`src/rtl/dsc_pkg.sv`:
```
package dsc_pkg;
  typedef enum logic [2:0] {
    ST_STOPPED   = 3'd0,
    ST_FETCH     = 3'd1,
    ST_CHECK_OWN = 3'd2,
    ST_RUN       = 3'd3,
    ST_SUSPENDED = 3'd4
  } dsc_state_e;

  localparam logic [2:0] RA_CTRL = 3'd0;
  localparam logic [2:0] RA_POLL = 3'd1;
  localparam logic [2:0] RA_BASE = 3'd2;
  localparam logic [2:0] RA_STAT = 3'd3;
  localparam logic [2:0] RA_CUR  = 3'd4;

  localparam int CTRL_START  = 0;
  localparam int CTRL_SRST   = 1;
  localparam int OWN_BIT     = 31;
  localparam int EOR_BIT     = 30;
  localparam int UNF_BIT     = 5;
  localparam int TX_UNAV_BIT = 2;
  localparam int RX_UNAV_BIT = 7;

  function automatic int lsb_drop(input int bus_w);
    if (bus_w >= 128) return 4;
    else if (bus_w >= 64) return 3;
    else return 2;
  endfunction
endpackage

```
`src/rtl/dsc_regs.sv`:
```
module dsc_regs
  import dsc_pkg::*;
#(
  parameter bit IS_TX      = 1'b1,
  parameter int REG_W      = 32,
  parameter int BUS_W      = 32,
  parameter int RST_CYCLES = 4
) (
  input  logic             clk,
  input  logic             rst_n,
  input  logic             wr_en,
  input  logic [2:0]       wr_addr,
  input  logic [REG_W-1:0] wr_data,
  input  logic [2:0]       rd_addr,
  output logic [REG_W-1:0] rd_data,
  input  logic [REG_W-1:0] cur_ptr,
  input  logic             set_unav,
  input  logic             set_unf,
  input  logic             poll_ok,
  input  logic             poll_take,
  input  logic             load_take,
  output logic             start,
  output logic [REG_W-1:0] base,
  output logic             base_dirty,
  output logic             poll_pend,
  output logic             srst_active
);
  localparam int LSB      = lsb_drop(BUS_W);
  localparam int CNT_W    = $clog2(RST_CYCLES + 1);
  localparam int UNAV_BIT = IS_TX ? TX_UNAV_BIT : RX_UNAV_BIT;
  localparam logic [REG_W-1:0] BASE_MASK = {REG_W{1'b1}} << LSB;
  localparam logic [CNT_W-1:0] CNT_LOAD  = CNT_W'(RST_CYCLES);

  logic [CNT_W-1:0] srst_cnt;
  logic             unav_q;
  logic             unf_q;
  logic             wr_ctrl, wr_poll, wr_base, wr_stat;

  assign srst_active = (srst_cnt != '0);
  assign wr_ctrl = wr_en && (wr_addr == RA_CTRL) && !srst_active;
  assign wr_poll = wr_en && (wr_addr == RA_POLL) && !srst_active;
  assign wr_base = wr_en && (wr_addr == RA_BASE) && !srst_active && !start;
  assign wr_stat = wr_en && (wr_addr == RA_STAT) && !srst_active;

  always_ff @(posedge clk or negedge rst_n) begin
    if (!rst_n) begin
      srst_cnt   <= '0;
      start      <= 1'b0;
      base       <= '0;
      base_dirty <= 1'b0;
      poll_pend  <= 1'b0;
      unav_q     <= 1'b0;
      unf_q      <= 1'b0;
    end else if (srst_active || (wr_ctrl && wr_data[CTRL_SRST])) begin
      srst_cnt   <= srst_active ? srst_cnt - 1'b1 : CNT_LOAD;
      start      <= 1'b0;
      base       <= '0;
      base_dirty <= 1'b0;
      poll_pend  <= 1'b0;
      unav_q     <= 1'b0;
      unf_q      <= 1'b0;
    end else begin
      if (wr_ctrl) start <= wr_data[CTRL_START];
      if (wr_base) base <= wr_data & BASE_MASK;
      if (wr_base) base_dirty <= 1'b1;
      else if (load_take) base_dirty <= 1'b0;
      poll_pend <= (poll_pend && !poll_take) || (wr_poll && poll_ok);
      unav_q <= (unav_q && !(wr_stat && wr_data[UNAV_BIT])) || set_unav;
      unf_q  <= (unf_q && !(wr_stat && wr_data[UNF_BIT])) || (set_unf && IS_TX);
    end
  end

  logic [REG_W-1:0] stat_word;
  always_comb begin
    stat_word = '0;
    stat_word[UNAV_BIT] = unav_q;
    stat_word[UNF_BIT]  = unf_q;
  end

  always_comb begin
    rd_data = '0;
    case (rd_addr)
      RA_CTRL: begin
        rd_data[CTRL_START] = start;
        rd_data[CTRL_SRST]  = srst_active;
      end
      RA_BASE: rd_data = base;
      RA_STAT: rd_data = stat_word;
      RA_CUR:  rd_data = cur_ptr;
      default: rd_data = '0;
    endcase
  end

  p_base_align_r2: assert property (@(posedge clk) disable iff (!rst_n)
    (base & ~BASE_MASK) == '0);

  p_base_locked_r3: assert property (@(posedge clk) disable iff (!rst_n)
    (start && !srst_active && !(wr_en && wr_addr == RA_CTRL)) |=> $stable(base));

  p_srst_clears_r1: assert property (@(posedge clk) disable iff (!rst_n)
    srst_active |-> (!start && base == '0 && !unav_q && !unf_q && !poll_pend));

  p_srst_ends_r1: assert property (@(posedge clk) disable iff (!rst_n)
    (srst_active && !(wr_en && wr_addr == RA_CTRL)) |=> (srst_cnt < $past(srst_cnt)));
endmodule

```
`src/rtl/dsc_ptr.sv`:
```
module dsc_ptr
  import dsc_pkg::*;
#(
  parameter int REG_W      = 32,
  parameter int DESC_BYTES = 16
) (
  input  logic             clk,
  input  logic             rst_n,
  input  logic             srst,
  input  logic             load,
  input  logic             base_dirty,
  input  logic [REG_W-1:0] base,
  input  logic             adv,
  input  logic             wrap,
  output logic [REG_W-1:0] cur
);
  localparam logic [REG_W-1:0] STEP = REG_W'(DESC_BYTES);

  always_ff @(posedge clk or negedge rst_n) begin
    if (!rst_n) cur <= '0;
    else if (srst) cur <= '0;
    else if (load && base_dirty) cur <= base;
    else if (adv) cur <= wrap ? base : cur + STEP;
  end

  p_wrap_base_r7: assert property (@(posedge clk) disable iff (!rst_n || srst)
    (adv && wrap && !load) |=> (cur == $past(base)));

  p_step_r7: assert property (@(posedge clk) disable iff (!rst_n || srst)
    (adv && !wrap && !load) |=> (cur - $past(cur) == STEP));
endmodule

```
`src/rtl/dsc_fsm.sv`:
```
module dsc_fsm
  import dsc_pkg::*;
#(
  parameter bit IS_TX = 1'b1,
  parameter int REG_W = 32
) (
  input  logic             clk,
  input  logic             rst_n,
  input  logic             srst,
  input  logic             start,
  input  logic             poll_pend,
  input  logic             underflow,
  input  logic             mem_req_ready,
  input  logic             mem_rsp_valid,
  input  logic [REG_W-1:0] mem_rsp_data,
  input  logic             desc_ready,
  output logic             mem_req_valid,
  output logic             mem_rsp_ready,
  output logic             desc_valid,
  output logic [REG_W-1:0] desc_word,
  output logic             poll_ok,
  output logic             poll_take,
  output logic             load_take,
  output logic             adv,
  output logic             wrap,
  output logic             set_unav,
  output logic             set_unf
);
  dsc_state_e st_q, st_d;
  logic       eor_q;
  logic       unf_in;

  generate
    if (IS_TX) begin : g_tx
      assign unf_in = underflow;
    end else begin : g_rx
      assign unf_in = 1'b0 & underflow;
    end
  endgenerate

  assign mem_req_valid = (st_q == ST_FETCH);
  assign mem_rsp_ready = (st_q == ST_CHECK_OWN);
  assign desc_valid    = (st_q == ST_RUN) && start;
  assign poll_ok       = (st_q == ST_RUN) || (st_q == ST_SUSPENDED);
  assign wrap          = eor_q;

  always_comb begin
    st_d      = st_q;
    poll_take = 1'b0;
    load_take = 1'b0;
    adv       = 1'b0;
    set_unav  = 1'b0;
    set_unf   = 1'b0;
    case (st_q)
      ST_STOPPED: if (start) begin
        st_d      = ST_FETCH;
        load_take = 1'b1;
        poll_take = 1'b1;
      end
      ST_FETCH: if (mem_req_ready) st_d = ST_CHECK_OWN;
      ST_CHECK_OWN: if (mem_rsp_valid) begin
        if (!start) st_d = ST_STOPPED;
        else if (mem_rsp_data[OWN_BIT]) st_d = ST_RUN;
        else begin
          st_d     = ST_SUSPENDED;
          set_unav = 1'b1;
        end
      end
      ST_RUN: begin
        if (!start) st_d = ST_STOPPED;
        else if (unf_in) begin
          st_d    = ST_SUSPENDED;
          set_unf = 1'b1;
        end else if (desc_ready) begin
          st_d      = ST_FETCH;
          adv       = 1'b1;
          poll_take = 1'b1;
        end
      end
      ST_SUSPENDED: begin
        if (!start) st_d = ST_STOPPED;
        else if (poll_pend) begin
          st_d      = ST_FETCH;
          poll_take = 1'b1;
        end
      end
      default: st_d = ST_STOPPED;
    endcase
  end

  always_ff @(posedge clk or negedge rst_n) begin
    if (!rst_n) begin
      st_q      <= ST_STOPPED;
      eor_q     <= 1'b0;
      desc_word <= '0;
    end else if (srst) begin
      st_q      <= ST_STOPPED;
      eor_q     <= 1'b0;
      desc_word <= '0;
    end else begin
      st_q <= st_d;
      if (mem_rsp_ready && mem_rsp_valid) begin
        desc_word <= mem_rsp_data;
        eor_q     <= mem_rsp_data[EOR_BIT];
      end
    end
  end

  p_req_hold_r5: assert property (@(posedge clk) disable iff (!rst_n || srst)
    (mem_req_valid && !mem_req_ready) |=> mem_req_valid);

  p_unav_suspend_r6: assert property (@(posedge clk) disable iff (!rst_n || srst)
    (mem_rsp_ready && mem_rsp_valid && !mem_rsp_data[OWN_BIT] && start)
      |=> (st_q == ST_SUSPENDED && !mem_req_valid));

  p_susp_wait_r8: assert property (@(posedge clk) disable iff (!rst_n || srst)
    (st_q == ST_SUSPENDED && !poll_pend && start) |=> (st_q == ST_SUSPENDED));

  p_stop_r10: assert property (@(posedge clk) disable iff (!rst_n || srst)
    (!start && (st_q == ST_RUN || st_q == ST_SUSPENDED)) |=> (st_q == ST_STOPPED));

  p_unf_r9: assert property (@(posedge clk) disable iff (!rst_n || srst)
    (desc_valid && unf_in) |=> (st_q == ST_SUSPENDED || !start));
endmodule

```
`src/rtl/dsc_own_ctrl.sv`:
```
module dsc_own_ctrl
  import dsc_pkg::*;
#(
  parameter bit IS_TX      = 1'b1,
  parameter int REG_W      = 32,
  parameter int BUS_W      = 32,
  parameter int DESC_BYTES = 16,
  parameter int RST_CYCLES = 4
) (
  input  logic             clk,
  input  logic             rst_n,
  input  logic             reg_wr_en,
  input  logic [2:0]       reg_wr_addr,
  input  logic [REG_W-1:0] reg_wr_data,
  input  logic [2:0]       reg_rd_addr,
  output logic [REG_W-1:0] reg_rd_data,
  output logic             mem_req_valid,
  input  logic             mem_req_ready,
  output logic [REG_W-1:0] mem_req_addr,
  input  logic             mem_rsp_valid,
  output logic             mem_rsp_ready,
  input  logic [REG_W-1:0] mem_rsp_data,
  output logic             desc_valid,
  input  logic             desc_ready,
  output logic [REG_W-1:0] desc_addr,
  output logic [REG_W-1:0] desc_word,
  input  logic             tx_underflow
);
  logic             start, base_dirty, poll_pend, srst_active;
  logic [REG_W-1:0] base, cur;
  logic             set_unav, set_unf, poll_ok, poll_take, load_take, adv, wrap;

  dsc_regs #(
    .IS_TX(IS_TX), .REG_W(REG_W), .BUS_W(BUS_W), .RST_CYCLES(RST_CYCLES)
  ) u_regs (
    .clk(clk), .rst_n(rst_n),
    .wr_en(reg_wr_en), .wr_addr(reg_wr_addr), .wr_data(reg_wr_data),
    .rd_addr(reg_rd_addr), .rd_data(reg_rd_data),
    .cur_ptr(cur), .set_unav(set_unav), .set_unf(set_unf),
    .poll_ok(poll_ok), .poll_take(poll_take), .load_take(load_take),
    .start(start), .base(base), .base_dirty(base_dirty),
    .poll_pend(poll_pend), .srst_active(srst_active)
  );

  dsc_ptr #(.REG_W(REG_W), .DESC_BYTES(DESC_BYTES)) u_ptr (
    .clk(clk), .rst_n(rst_n), .srst(srst_active),
    .load(load_take), .base_dirty(base_dirty), .base(base),
    .adv(adv), .wrap(wrap), .cur(cur)
  );

  dsc_fsm #(.IS_TX(IS_TX), .REG_W(REG_W)) u_fsm (
    .clk(clk), .rst_n(rst_n), .srst(srst_active),
    .start(start), .poll_pend(poll_pend), .underflow(tx_underflow),
    .mem_req_ready(mem_req_ready), .mem_rsp_valid(mem_rsp_valid),
    .mem_rsp_data(mem_rsp_data), .desc_ready(desc_ready),
    .mem_req_valid(mem_req_valid), .mem_rsp_ready(mem_rsp_ready),
    .desc_valid(desc_valid), .desc_word(desc_word),
    .poll_ok(poll_ok), .poll_take(poll_take), .load_take(load_take),
    .adv(adv), .wrap(wrap), .set_unav(set_unav), .set_unf(set_unf)
  );

  assign mem_req_addr = cur;
  assign desc_addr    = cur;

  p_addr_hold_r5: assert property (@(posedge clk) disable iff (!rst_n || srst_active)
    (mem_req_valid && !mem_req_ready) |=> $stable(mem_req_addr));

  p_desc_hold_r7: assert property (@(posedge clk) disable iff (!rst_n || srst_active)
    (desc_valid && !desc_ready && !tx_underflow) |=> (!desc_valid || $stable(desc_addr)));
endmodule

```
`config.mk`:
```
export PLATFORM = sky130hd
export DESIGN_NAME = dsc_own_ctrl
export DESIGN_NICKNAME = d
export VERILOG_FILES = /design/src/rtl/dsc_pkg.sv /design/src/rtl/dsc_regs.sv /design/src/rtl/dsc_ptr.sv /design/src/rtl/dsc_fsm.sv /design/src/rtl/dsc_own_ctrl.sv
export SDC_FILE = /design/constraint.sdc
export NUM_CORES = 1
export LEC_CHECK = 0
export ABC_AREA = 1
export BUFFER_PORTS_ARGS = -buffer_cell sky130_fd_sc_hd__buf_2
export CAP_MARGIN = 20
export CORE_UTILIZATION = 47
export DETAILED_ROUTE_END_ITERATION = 6
export GPL_ROUTABILITY_DRIVEN = 0
export HOLD_SLACK_MARGIN = 0.12
export PLACE_DENSITY_LB_ADDON = 0.08
export SYNTH_ARGS = -nofsm -noshare
export SYNTH_HDL_FRONTEND = slang
export SYNTH_HIERARCHICAL = 1
export SYNTH_SLANG_ARGS = --single-unit
```
`constraint.sdc`:
```
create_clock -name clk -period 1.6 [get_ports clk]
set_input_delay 0.32 -clock clk [delete_from_list [all_inputs] [get_ports clk]]
set_output_delay 0.32 -clock clk [all_outputs]
set_load 0.03 [all_outputs]
```
==> Word level (Yosys, flattened, before mapping) <==
Cells that the tools add are included.
{ "totals": {"register_bits": 108, "latch_bits": 0, "ramBits": 0, "mem_bits_ro": 0, "in_bits": 77, "output_inout_bits": 131, "elab_cells": 116, "mem_count": 0} }
{ "classes": {"add_sub_neg": 2, "n_mul": 0, "div": 0, "order_cmp": 0, "eq_ne": 15, "shifts": 0, "n_mux": 49, "n_bitwise": 0, "reduce_logical": 39} }
{ "ops": {"columns": ["cell", "count"], "rows": [
  ["$mux W32", 8],
  ["$pmux W30 S3", 1],
  ["$mux W3", 12],
  ["$add A32 B5 Y32 const B", 1],
  ["$mux W1", 25],
  ["$logic_and A1 B1 Y1", 19],
  ["$eq A3 B2 Y1 const B", 6],
  ["$pmux W3 S5", 1],
  ["$logic_not A3 Y1", 3],
  ["$reduce_bool A3 Y1", 3],
  ["$eq A3 B1 Y1 const B", 2],
  ["$eq A3 B3 Y1 const B", 2],
  ["$ne A3 B3 Y1 const B", 2],
  ["$pmux W2 S3", 1],
  ["$reduce_bool A2 Y1", 3],
  ["$logic_not A1 Y1", 5],
  ["$logic_or A1 B1 Y1", 5],
  ["$ne A5 B5 Y1 const B", 1],
  ["$reduce_and A5 Y1", 1],
  ["$ne A4 B4 Y1 const B", 1],
  ["$ne A3 B1 Y1 const B", 1],
  ["$pmux W1 S3", 1],
  ["$sub A3 B1 Y3 const B", 1]
]} }

==> Longest topological paths before layout <==
{ "depth": {"depth_word": 8, "mapped_depth": 12, "depth_no_buf": 11} }

==> Hierarchy <==
The synthesis kept the hierarchy.
{ "by_module_without_submodules": {"columns": ["module", "n_inst", "cells_per_inst", "area_each_um2"], "rows": [
  ["dsc_ptr", 1, 378, 2366.0],
  ["dsc_regs", 1, 241, 2034.5],
  ["dsc_fsm", 1, 209, 1705.4],
  ["dsc_own_ctrl", 1, 32, 240.2]
]} }

==> Worst setup path after synthesis <==
Ideal clock, no wire load.
{ "synth_timing": {"path_type": "register to register", "from": "register u_fsm.st_q[0]", "to": "register u_ptr.cur[2]", "setup_time_ns": 0.077, "arrival_time_ns": 1.632, "setup_slack_ns": -0.109, "stages_incl_launch_ff": 11, "path_buffers": 1, "period_less_slack_ns": 1.709, "path_cell_list": "dfrtp_1 > nor2_1 > nand2_1 > nor2_1 > nand2_2 > nand2_2 > inv_2 > buf_6 > nor2_1 > nand2_1 > a21oi_1"} }
{ "synth_between": {"elab_chain_len": 5, "word_cells_on_any_way": 8, "cone_classes": "1 x eq/ne; 4 x mux; 3 x reduce/logical"} }
{ "synth_lines": {"columns": ["item", "line", "text"], "rows": [
  ["from (decl)", "dsc_fsm.sv:29", "dsc_state_e st_q, st_d;"],
  ["from (signal assigned)", "dsc_fsm.sv:101", "st_q <= st_d;"],
  ["$logic_not A3 Y1 (*)", "dsc_fsm.sv:54", "case (st_q)"],
  ["$mux W1 (*)", "dsc_fsm.sv:54", null],
  ["net load_take", "dsc_own_ctrl.sv:31", "logic set_unav, set_unf, poll_ok, poll_take, load_take, adv, wrap;"],
  ["$logic_and A1 B1 Y1 (*)", "dsc_ptr.sv:22", "else if (load && base_dirty) cur <= base;"],
  ["$mux W32", "dsc_ptr.sv:22", null],
  ["$mux W32", "dsc_ptr.sv:21", "else if (srst) cur <= '0;"],
  ["to (signal assigned)", "dsc_ptr.sv:22", null],
  ["to (signal assigned)", "dsc_ptr.sv:23", "else if (adv) cur <= wrap ? base : cur + STEP;"],
  ["to (decl)", "dsc_ptr.sv:15", "output logic [REG_W-1:0] cur"]
]} }
The timed path passes the listed nets; every way through them passes the cells marked *.
A chain may end at the register's enable or synchronous reset.

==> Worst setup path in the final report <==
{ "layout_timing": {"from": "register u_fsm.st_q[0]", "to": "output mem_req_valid"} }
{ "layout_between": {"elab_chain_len": 1} }
{ "layout_lines": {"columns": ["item", "line", "text"], "rows": [
  ["$eq A3 B1 Y1", "dsc_fsm.sv:41", "assign mem_req_valid = (st_q == ST_FETCH);"],
  ["to (decl)", "dsc_own_ctrl.sv:17", "output logic mem_req_valid,"]
]} }
No other way between the ends.

==> summary.txt <==
Status
  – Status: finished, violations left
  – Failing checks: setup timing

Timing
  – Final setup vio count: 13
  – Tmin final: around 1.7 ns
  – Max Freq: 592 MHz
  – Worst setup margin: -0.0896 ns
  – Setup repair after global routing missed its margin: yes
  – Skew final: between 0.008 and 0.009 ns
  – Final Hold Fails: 0
  – Fin crit share: 106%
  – Slew Limit Fails: 0

GRT
  – GRT Util Overall: between 20% and 30%
  – Grt ovf: 0
  – First-pass GRT wire length: roughly 29000 microns
  – Antenna violations before repair: 1
  – Largest net degree at the start of global routing: 41
  – Number of global-route vias before repair: just under 6000

Die
  – Die Ht: ~120 microns
  – Initial Util: about 48%
  – Die footprint: approximately 14000 sq um
  – Die Width: 118 microns
  – Site row count: 42
  – Total core area: roughly 13000 sq um
  – Number of I/O pins: 208

Setup path
  – CP Cell Sequence: buf_4, inv_1, nor2_2, nand2_1, inv_1, buf_6
  – Crit path launch type: register
  – Crit Path Category: reg2out
  – Critical Path RT: 1.28 ns
  – Worst reg2reg setup slack: -0.02 ns
  – Delay-heaviest family, CP: buffers and inverters
  – Kind of end point of the critical path: output pin
  – CP arrival: 1.37 ns
  – Critical Path Most Common Cell: inv_1
  – Worst path slowest cell: dfrtp_1
  – CP max FO: 4
  – Crit-path max cell delay: around 0.4 ns
  – Worst path bufs/invs: 4

Pwr
  – PwrDens: between 1500 and 2000 nW/um^2
  – Maximum VDD drop: 1.05 mV
  – Leakage power: 4.76 nW

Yosys
  – Unique masters post-synth: 38
  – Register area share after synthesis: 41.4%
  – Yosys reg bits: between 100 and 150
  – Complex-gate fraction of the synthesized area: about 11%
  – Post-Syn Instances: 860
  – Synth warn: 6
  – Netlist Area Pre-Place: roughly 6300 sq um
  – Adder-cell share of the synthesized area: less than 1%
  – Avg Cell Area, Syn: roughly 7.4 sq um
  – Largest family of logic cells by synthesized area: simple AND/OR/NAND/NOR gates
  – Synth Area in Simple Gates: 32.5%
  – Synth Area in XOR/XNOR: under 10%
  – Mux cell area share after synthesis: 0%

Placed design
  – DP Worst Slack: -0.125 ns
  – Port bufs: 207
  – Hpwl dp: about 13000 microns

Detailed routing
  – Uppermost layer routed: met4
  – Routed wire length: approximately 20000 microns
  – Drt initial violations: 558
  – Met1 Wirelength: 8400 microns
  – WL/cell: about 16 microns
  – Vias/cell: ~5
  – Met3 routed wirelength: ~1700 microns
  – WL met2: ~9900 microns
  – Router iterations before antenna repair: 5
  – Detailed-route via count: 6638
  – DRC: 0
  – Antenna viol nets, final: 0

Clock network
  – # clock sinks: around 110
  – Clock Pin Slew Worst Setup and Hold Paths: ~0.08 ns
  – Clock buffer depth: 2
  – CTS H-Tree Depth: 3
  – Clk_lat worst skew: about 0.37 ns
  – CTS Buf Count: 9
  – Root cell of the clock tree: clkbuf_16
  – TritonCTS clock tree: done

Flow run
  – Max_cap viols: 0

Cells and area
  – Fillers: about 1200
  – # diodes: 0
  – Layout cells sized above 1: 37.9%
  – Final core utilization: 68.0%
  – Nets: 1187
  – Layout area overhead: 41.4%

Worst hold path
  – HP Class: in2reg
-- power by group --
| group | leakage, nW | switching (W) | internal, W |
|---|---|---|---|
| Clock | 0.146 | 0.00116 | 0.00111 |
| Combinational | 3.26 | 0.00599 | 0.00359 |
| Sequential | 1.36 | 0.000796 | 0.00355 |
-- kinds of logic after synthesis --
family,after synthesis
compound gates,106
xor+xnor,8
fa+ha+maj,1
buf+inv,163
flops,105
other cells,1
simple gates,476
-- path summary, 6_finish.rpt --
| path | endpoint | start | cells after the start |
|---|---|---|---|
| setup / recovery | mem_req_valid | u_fsm/st_q[0] | 6 |
| hold / removal | u_regs/base[30] | reg_wr_data[30] | 3 |
| setup reg to reg | u_ptr/cur[3] | u_fsm/st_q[0] | 11 |
| hold reg to reg | u_regs/srst_cnt[0] | u_regs/srst_cnt[0] | 1 |
| max in group asynchronous | u_ptr/cur[28] | rst_n | 3 |
| min in group asynchronous | u_regs/base[8] | rst_n | 2 |
-- worst reg2reg max path, delay by kind of cell, from the launching register on --
kind            cells  cell delay, ns
simple gates        6            0.51
compound gates      2            0.41
flops               1            0.39
buf+inv             3            0.25
-- Yosys cell counts, drive strengths merged --
library cell  count  share of area [%]
o21ai            50                4.1
nor3              1              0.079
o31ai             1               0.12
a21oi            13                1.2
xor2              4               0.55
a22oi             1               0.12
o211ai            3               0.35
a21o              1               0.12
nand2           261                 16
clkbuf            5               0.35
inv              94                5.6
ha                1               0.20
and2              1              0.099
dfrtp           105                 41
conb              1              0.059
nand4             6               0.59
nand3            99                7.9
xnor2             4               0.55
o21bai            4               0.47
nor2            102                7.1
o221ai            1               0.14
a31oi             1               0.34
a22o             28                3.9
buf              64                7.7
o22ai             3               0.30
nand3b            6               0.71
-- sequential cells by signal, indices dropped and copies added (netlist names) --
signal / count
u_regs/unav_q: 1
u_regs/srst_cnt: 3
u_regs/base: 30
u_ptr/cur: 32
u_regs/base_dirty: 1
u_fsm/desc_word: 32
u_regs/unf_q: 1
u_regs/start: 1
u_fsm/st_q: 3
u_regs/poll_pend: 1
-- per-stage QoR --
stage / instance area (sq um) / TNS [ns] / hold slack (ns) / instances / total power [W]
after floorplan: 6370 / 0 / 0.0244 / 861 / 0.0100
after global placement: 7740 / -0.338 / 0.241 / 1240 / 0.0122
after detailed placement: 7740 / -1.05 / 0.239 / 1240 / 0.0123
after CTS: 8300 / -0.458 / 0.142 / 1267 / 0.0150
after global routing: 8970 / -3.41 / 0.156 / 1290 / 0.0172
final: 8970 / -0.297 / 0.148 / 1290 / 0.0162
-- cell usage in the layout (no fill, tap or decap), types with 11 or more instances in the layout --
cell | netlist | final
buf_6 | 12 | 36
o21ai_0 | 44 | 38
nand3_1 | 98 | 95
nor2_1 | 91 | 55
dfrtp_1 | 105 | 91
clkbuf_16 | 0 | 18
buf_2 | 14 | 170
nand2_1 | 253 | 249
nor2_2 | 3 | 29
a21oi_1 | 12 | 11
buf_4 | 38 | 75
a22o_1 | 28 | 28
dfrtp_2 | 0 | 14
inv_1 | 86 | 79
nor2_4 | 8 | 18
buf_12 | 0 | 14
-- per-layer routing --
layer | GRT usage [%] | vias up
li1 | - | 3220
met4 | 6.09 | 0
met1 | 34.9 | 3074
met2 | 44.7 | 303
met3 | 5.21 | 41
met5 | 0 | -
-- layout make-up --
type / instances / area [sq um] / area share (%)
clock inverter: 7 / 73.8 / 0.823
tap: 176 / 220 / 2.45
clock buffer: 9 / 225 / 2.51
sequential: 105 / 2650 / 29.5
inverter: 94 / 385 / 4.30
timing repair buffer: 306 / 2340 / 26.1
multi-input combinational: 593 / 3080 / 34.3
-- what timing repair did --
item                                   4_1_cts  5_1_grt
resized for setup                           57      130
hold buffers                                 1        0
setup endpoints to repair                   51       73
gates cloned                                 0       11
buffers inserted                            15       13
pin swaps                                    5       24
endpoints found under the hold margin       18        0
Note: power is estimated with default switching activity, not from simulation.
